===== src/rtl/imm_widen_pkg.sv =====
package imm_widen_pkg;
  localparam int DATA_W = 32;
  localparam int LANE_W = 8;
  localparam int HALF_W = 2 * LANE_W;

  typedef enum logic [1:0] {
    WID_8   = 2'b00,
    WID_16  = 2'b01,
    WID_32  = 2'b10,
    WID_RSV = 2'b11
  } widthCode_e;

  typedef struct packed {
    logic fillMid;
    logic fillHi;
    logic fillVal;
  } fillStrobe_t;
endpackage


===== src/rtl/imm_widen_ctrl.sv =====
module imm_widen_ctrl
  import imm_widen_pkg::*;
(
  input  logic        clk,
  input  logic        rstN,
  input  logic [1:0]  srcCode,
  input  logic [1:0]  dstCode,
  input  logic        signedMode,
  input  logic        bit7,
  input  logic        bit15,
  output fillStrobe_t strobe
);
  logic srcIs8, srcIs16, dstIs16, dstIs32;
  logic signTap;

  always_comb begin
    srcIs8  = (srcCode == WID_8);
    srcIs16 = (srcCode == WID_16);
    dstIs16 = (dstCode == WID_16);
    dstIs32 = (dstCode == WID_32);
    signTap = srcIs8 ? bit7 : bit15;
    strobe.fillMid = srcIs8 && (dstIs16 || dstIs32);
    strobe.fillHi  = dstIs32 && (srcIs8 || srcIs16);
    strobe.fillVal = signedMode && signTap;
  end

  // equal codes never enable a fill
  p_equal_pass_r7: assert property (@(posedge clk) disable iff (!rstN)
    (srcCode == dstCode) |-> !(strobe.fillMid || strobe.fillHi));

  // unsigned mode never forces ones
  p_zero_fill_r5: assert property (@(posedge clk) disable iff (!rstN)
    !signedMode |-> !strobe.fillVal);

  // a 16-bit destination leaves the top half unfilled
  p_top_untouched_r3: assert property (@(posedge clk) disable iff (!rstN)
    (dstCode == WID_16) |-> !strobe.fillHi);
endmodule


===== src/rtl/imm_widen_dp.sv =====
module imm_widen_dp
  import imm_widen_pkg::*;
(
  input  logic              clk,
  input  logic              rstN,
  input  logic [DATA_W-1:0] dataIn,
  input  logic [1:0]        srcSel,
  input  logic [1:0]        dstSel,
  input  logic              isSigned,
  input  logic              loadIn,
  input  logic              loadOut,
  input  fillStrobe_t       strobe,
  output logic [1:0]        srcCode,
  output logic [1:0]        dstCode,
  output logic              signedMode,
  output logic              bit7,
  output logic              bit15,
  output logic [DATA_W-1:0] dataOut
);
  logic [DATA_W-1:0] inWord;
  logic [DATA_W-1:0] extWord;

  always_ff @(posedge clk) begin
    if (!rstN) begin
      inWord     <= '0;
      srcCode    <= WID_8;
      dstCode    <= WID_8;
      signedMode <= 1'b0;
    end else if (loadIn) begin
      inWord     <= dataIn;
      srcCode    <= srcSel;
      dstCode    <= dstSel;
      signedMode <= isSigned;
    end
  end

  assign bit7  = inWord[LANE_W-1];
  assign bit15 = inWord[HALF_W-1];

  // low byte bypasses the select entirely
  assign extWord[LANE_W-1:0] = inWord[LANE_W-1:0];

  for (genvar b = LANE_W; b < DATA_W; b++) begin : g_bitSel
    localparam bit IN_TOP = (b >= HALF_W);
    logic laneFill;
    assign laneFill   = IN_TOP ? strobe.fillHi : strobe.fillMid;
    assign extWord[b] = laneFill ? strobe.fillVal : inWord[b];
  end

  always_ff @(posedge clk) begin
    if (!rstN)        dataOut <= '0;
    else if (loadOut) dataOut <= extWord;
  end

  // output register holds without its enable
  p_out_hold_r9: assert property (@(posedge clk) disable iff (!rstN)
    !loadOut |=> $stable(dataOut));

  // input register holds without its enable
  p_in_hold_r8: assert property (@(posedge clk) disable iff (!rstN)
    !loadIn |=> $stable(inWord));

  // low byte copied from the latched input
  p_low_byte_r6: assert property (@(posedge clk) disable iff (!rstN)
    loadOut |=> (dataOut[LANE_W-1:0] == $past(inWord[LANE_W-1:0])));

  // 8-to-32 signed replicates bit 7 across the upper bytes
  p_sign8_r2: assert property (@(posedge clk) disable iff (!rstN)
    (loadOut && srcCode == WID_8 && dstCode == WID_32 && signedMode)
      |=> (dataOut[DATA_W-1:LANE_W] == {(DATA_W-LANE_W){$past(inWord[LANE_W-1])}}));
endmodule


===== src/rtl/imm_widen.sv =====
module imm_widen
  import imm_widen_pkg::*;
(
  input  logic        clk,
  input  logic        rstN,
  input  logic [31:0] dataIn,
  input  logic [1:0]  srcSel,
  input  logic [1:0]  dstSel,
  input  logic        isSigned,
  input  logic        loadIn,
  input  logic        loadOut,
  output logic [31:0] dataOut
);
  fillStrobe_t strobe;
  logic [1:0]  srcCode, dstCode;
  logic        signedMode, bit7, bit15;

  imm_widen_ctrl u_ctrl (
    .clk        (clk),
    .rstN       (rstN),
    .srcCode    (srcCode),
    .dstCode    (dstCode),
    .signedMode (signedMode),
    .bit7       (bit7),
    .bit15      (bit15),
    .strobe     (strobe)
  );

  imm_widen_dp u_dp (
    .clk        (clk),
    .rstN       (rstN),
    .dataIn     (dataIn),
    .srcSel     (srcSel),
    .dstSel     (dstSel),
    .isSigned   (isSigned),
    .loadIn     (loadIn),
    .loadOut    (loadOut),
    .strobe     (strobe),
    .srcCode    (srcCode),
    .dstCode    (dstCode),
    .signedMode (signedMode),
    .bit7       (bit7),
    .bit15      (bit15),
    .dataOut    (dataOut)
  );
endmodule


===== config.mk =====
export PLATFORM = sky130hd
export DESIGN_NAME = imm_widen
export DESIGN_NICKNAME = d
export VERILOG_FILES = /design/src/rtl/imm_widen_pkg.sv /design/src/rtl/imm_widen_ctrl.sv /design/src/rtl/imm_widen_dp.sv /design/src/rtl/imm_widen.sv
export SDC_FILE = /design/constraint.sdc
export NUM_CORES = 1
export LEC_CHECK = 0
export ABC_AREA = 1
export ABC_CLOCK_PERIOD_IN_PS = 3700
export BUFFER_PORTS_ARGS = -buffer_cell sky130_fd_sc_hd__buf_2
export CORE_ASPECT_RATIO = 0.9
export CORE_MARGIN = 2
export CORE_UTILIZATION = 35
export DETAILED_ROUTE_END_ITERATION = 16
export GPL_ROUTABILITY_DRIVEN = 1
export PLACE_DENSITY_LB_ADDON = 0.15
export SLEW_MARGIN = 25
export SYNTH_ARGS = -nofsm -noshare
export SYNTH_HDL_FRONTEND = slang
export SYNTH_HIERARCHICAL = 1
export SYNTH_SLANG_ARGS = --single-unit

===== constraint.sdc =====
create_clock -name clk -period 3.7 [get_ports clk]
set_input_delay 0.37 -clock clk [delete_from_list [all_inputs] [get_ports clk]]
set_output_delay 0.37 -clock clk [all_outputs]
set_load 0.005 [all_outputs]

==> impl_metrics.ini <==
[logic_synthesis]
synth_edf_count = 0
ys_seq_area_share_pct = 52.52
synthDistinctLibCells = 16
yosys_warnings = 6
synth.most_common_cell = nor2_1
yosys.area.top_type_share_pct = 52.52
synth_fp_nets = 404
syn-cell-area_um2 = 2630
async_reset_ff_share_pct = 0
synth_area_leaders = dfxtp_1 (53%), nor2_1 (23%), o21ai_0 (12%)
ys_ff_latch = 69
synthTopCellsByCount = nor2_1 (164), dfxtp_1 (69), o21ai_0 (62)
synth.largest_area_cell = dfxtp_1
synth.avg_cell_area_um2 = 7.265
ys.flop_type = dfxtp_1
synthCells = 362

[pwr]
peakVddDrop_mv = 0.1772
p_leak_nw = 1.574
fin_total_pwr_mw = 1.723
p_per_area_nw_per_um2 = 530.1

[clocking]
clkTransAtPathRegs_ns = 0.08
cts_made_buffers = 9
clockBufferDepth = 2
postCtsHoldBufs = 0
root_buffer = clkbuf_8
post_cts_buffers = 0
cts_tree = done
clock_latency_ns = 0.34
cts_resized = 0
cts_sinks = 69
cts-htree-levels = 3

[floorplan]
start_util_pct = 36.79
pin_count = 73
rows = 29
die_h_um = 86.24
dieArea_um2 = 8225
coreArea_um2 = 7148
die-width_um = 95.38

[global_route]
grt_max_degree = 70
grt_pass1_vias = 2286
globalRoute.totalOverflow = 0
antenna_found_initial = 0
grt.total_usage_pct = 16.22
grt_pass1_wl_um = 10350

[placed_design]
globalplace.congestion = 0.6971
preCtsSetupSlack_ns = 1.757
io_buffer_count = 72
dp_hpwl_um = 3758
place_area_um2 = 2990
dp_cells = 507

[routing]
dr.pass1.iters = 4
vias_per_cell = 4.523
vias = 2370
drc_errors = 0
drtAntennaViolNets = 0
initialDrtViolationCount = 109
wl_per_cell_um = 11.87
drt_wl_total_um = 6219

[outcome]
status = completed

[timing]
fin_hold_ws_ns = 0.2480
slew_violations = 0
skew_ns = 0.007887
slew_headroom_pct = 35.33
finalHoldViolations = 0
fin_crit_sh_pct = 53.43
rsz0062_at_grt = false
tns_ns = 0
setup_violations = 0
tightest_slew_ns = 0.9626
max_freq_mhz = 505.8
fin_ws_ns = 1.723
period_needed_ns = 1.977

[worst_setup_path]
reg2reg_slack_ns = 1.72
worstSetupPathType = reg2reg
worstRegToRegCells = 7
cp_max_fo = 9
required_ns = 3.97
arrival_ns = 2.25
r2r-start = u_dp/dstCode[0]
timing.rr.end = u_dp/dataOut[15]
cp-start-kind = flop
critPathCaptureType = flop

[hold_path]
holdPathEnd = u_dp/inWord[4]
holdPathStages = 3
min_from = dataIn[4]
hold_path.class = in2reg

[cells_and_area]
instances_no_fill = 524
syn_to_final_growth_pct = 23.55
drive_above_1_share_pct = 21.58
fin_nets = 468
final_util_pct = 45.46
design_area_um2 = 3249
antenna_cells = 0

[run]
cap_violations = 0
[worst max-delay path: stages (launching register included)]
cell and delay (ns):
dfxtp_1 0.33, inv_1 0.04, ha_1 0.27, nor3_1 0.74, nand2_1 0.12, nand2_1 0.25
nor2_1 0.07, nor2_1 0.10
[flip-flops by register name (all words and copies together), names as in the netlist]
| signal | count |
|---|---|
| u_dp/dataOut | 32 |
| u_dp/dstCode | 2 |
| u_dp/inWord | 32 |
| u_dp/signedMode | 1 |
| u_dp/srcCode | 2 |
[power breakdown]
group	total, mW	switching [mW]	internal, mW
logic	0.177	0.104	0.0728
registers	0.818	0.0239	0.794
clock network	0.728	0.280	0.448
total	1.72	0.408	1.31
[cells by family after synthesis]
family                     count (synthesis)  synth area share, %
adders and majority gates                  1               0.4757
buffers and inverters                     50                8.848
DFF                                       69                52.52
and+or+nand+nor                          173                25.02
AOI/OAI and AO/OA                         69                13.13
[placed cells by master, fill, tap and decap left out, types with 2 or more instances in the layout]
cell type,count
dfxtp_1,69
inv_1,28
nand2_1,5
o21ai_1,7
clkbuf_8,9
buf_2,72
nor2_2,2
o21ai_0,62
nor2_1,164
bufinv_16,3
[final cells by class]
type / instances / area, um^2
clock buffers: 10 / 127.6
clock inverters: 6 / 111.4
fillers: 756 / 3899
inverters: 29 / 108.9
multi-input cells: 243 / 1016
flip-flops and latches: 69 / 1381
well taps: 93 / 116.4
repair buffers: 74 / 387.9
[per-layer routing]
layer | up-vias | GRT usage (%) | wire length (um)
li1 | 1243 | - | -
met1 | 1055 | 20.28 | 3037
met2 | 66 | 26.44 | 2695
met3 | 6 | 4.783 | 417
met4 | 0 | 6.234 | 69
met5 | - | 0 | 0
[worst max path at each step]
stage                        to  depth (start not counted)            start  slack, ns
6_report       u_dp/dataOut[15]                          7  u_dp/dstCode[0]       1.72
3_5_place_dp   u_dp/dataOut[15]                          7  u_dp/dstCode[0]       1.76
4_1_cts        u_dp/dataOut[15]                          7  u_dp/dstCode[0]       1.73
5_1_grt        u_dp/dataOut[14]                          7  u_dp/dstCode[0]       1.54
3_3_place_gp   u_dp/dataOut[10]                          7  u_dp/dstCode[0]       1.82
2_1_floorplan  u_dp/dataOut[10]                          8  u_dp/dstCode[0]       2.40
Power figures use the tool's default switching activity.
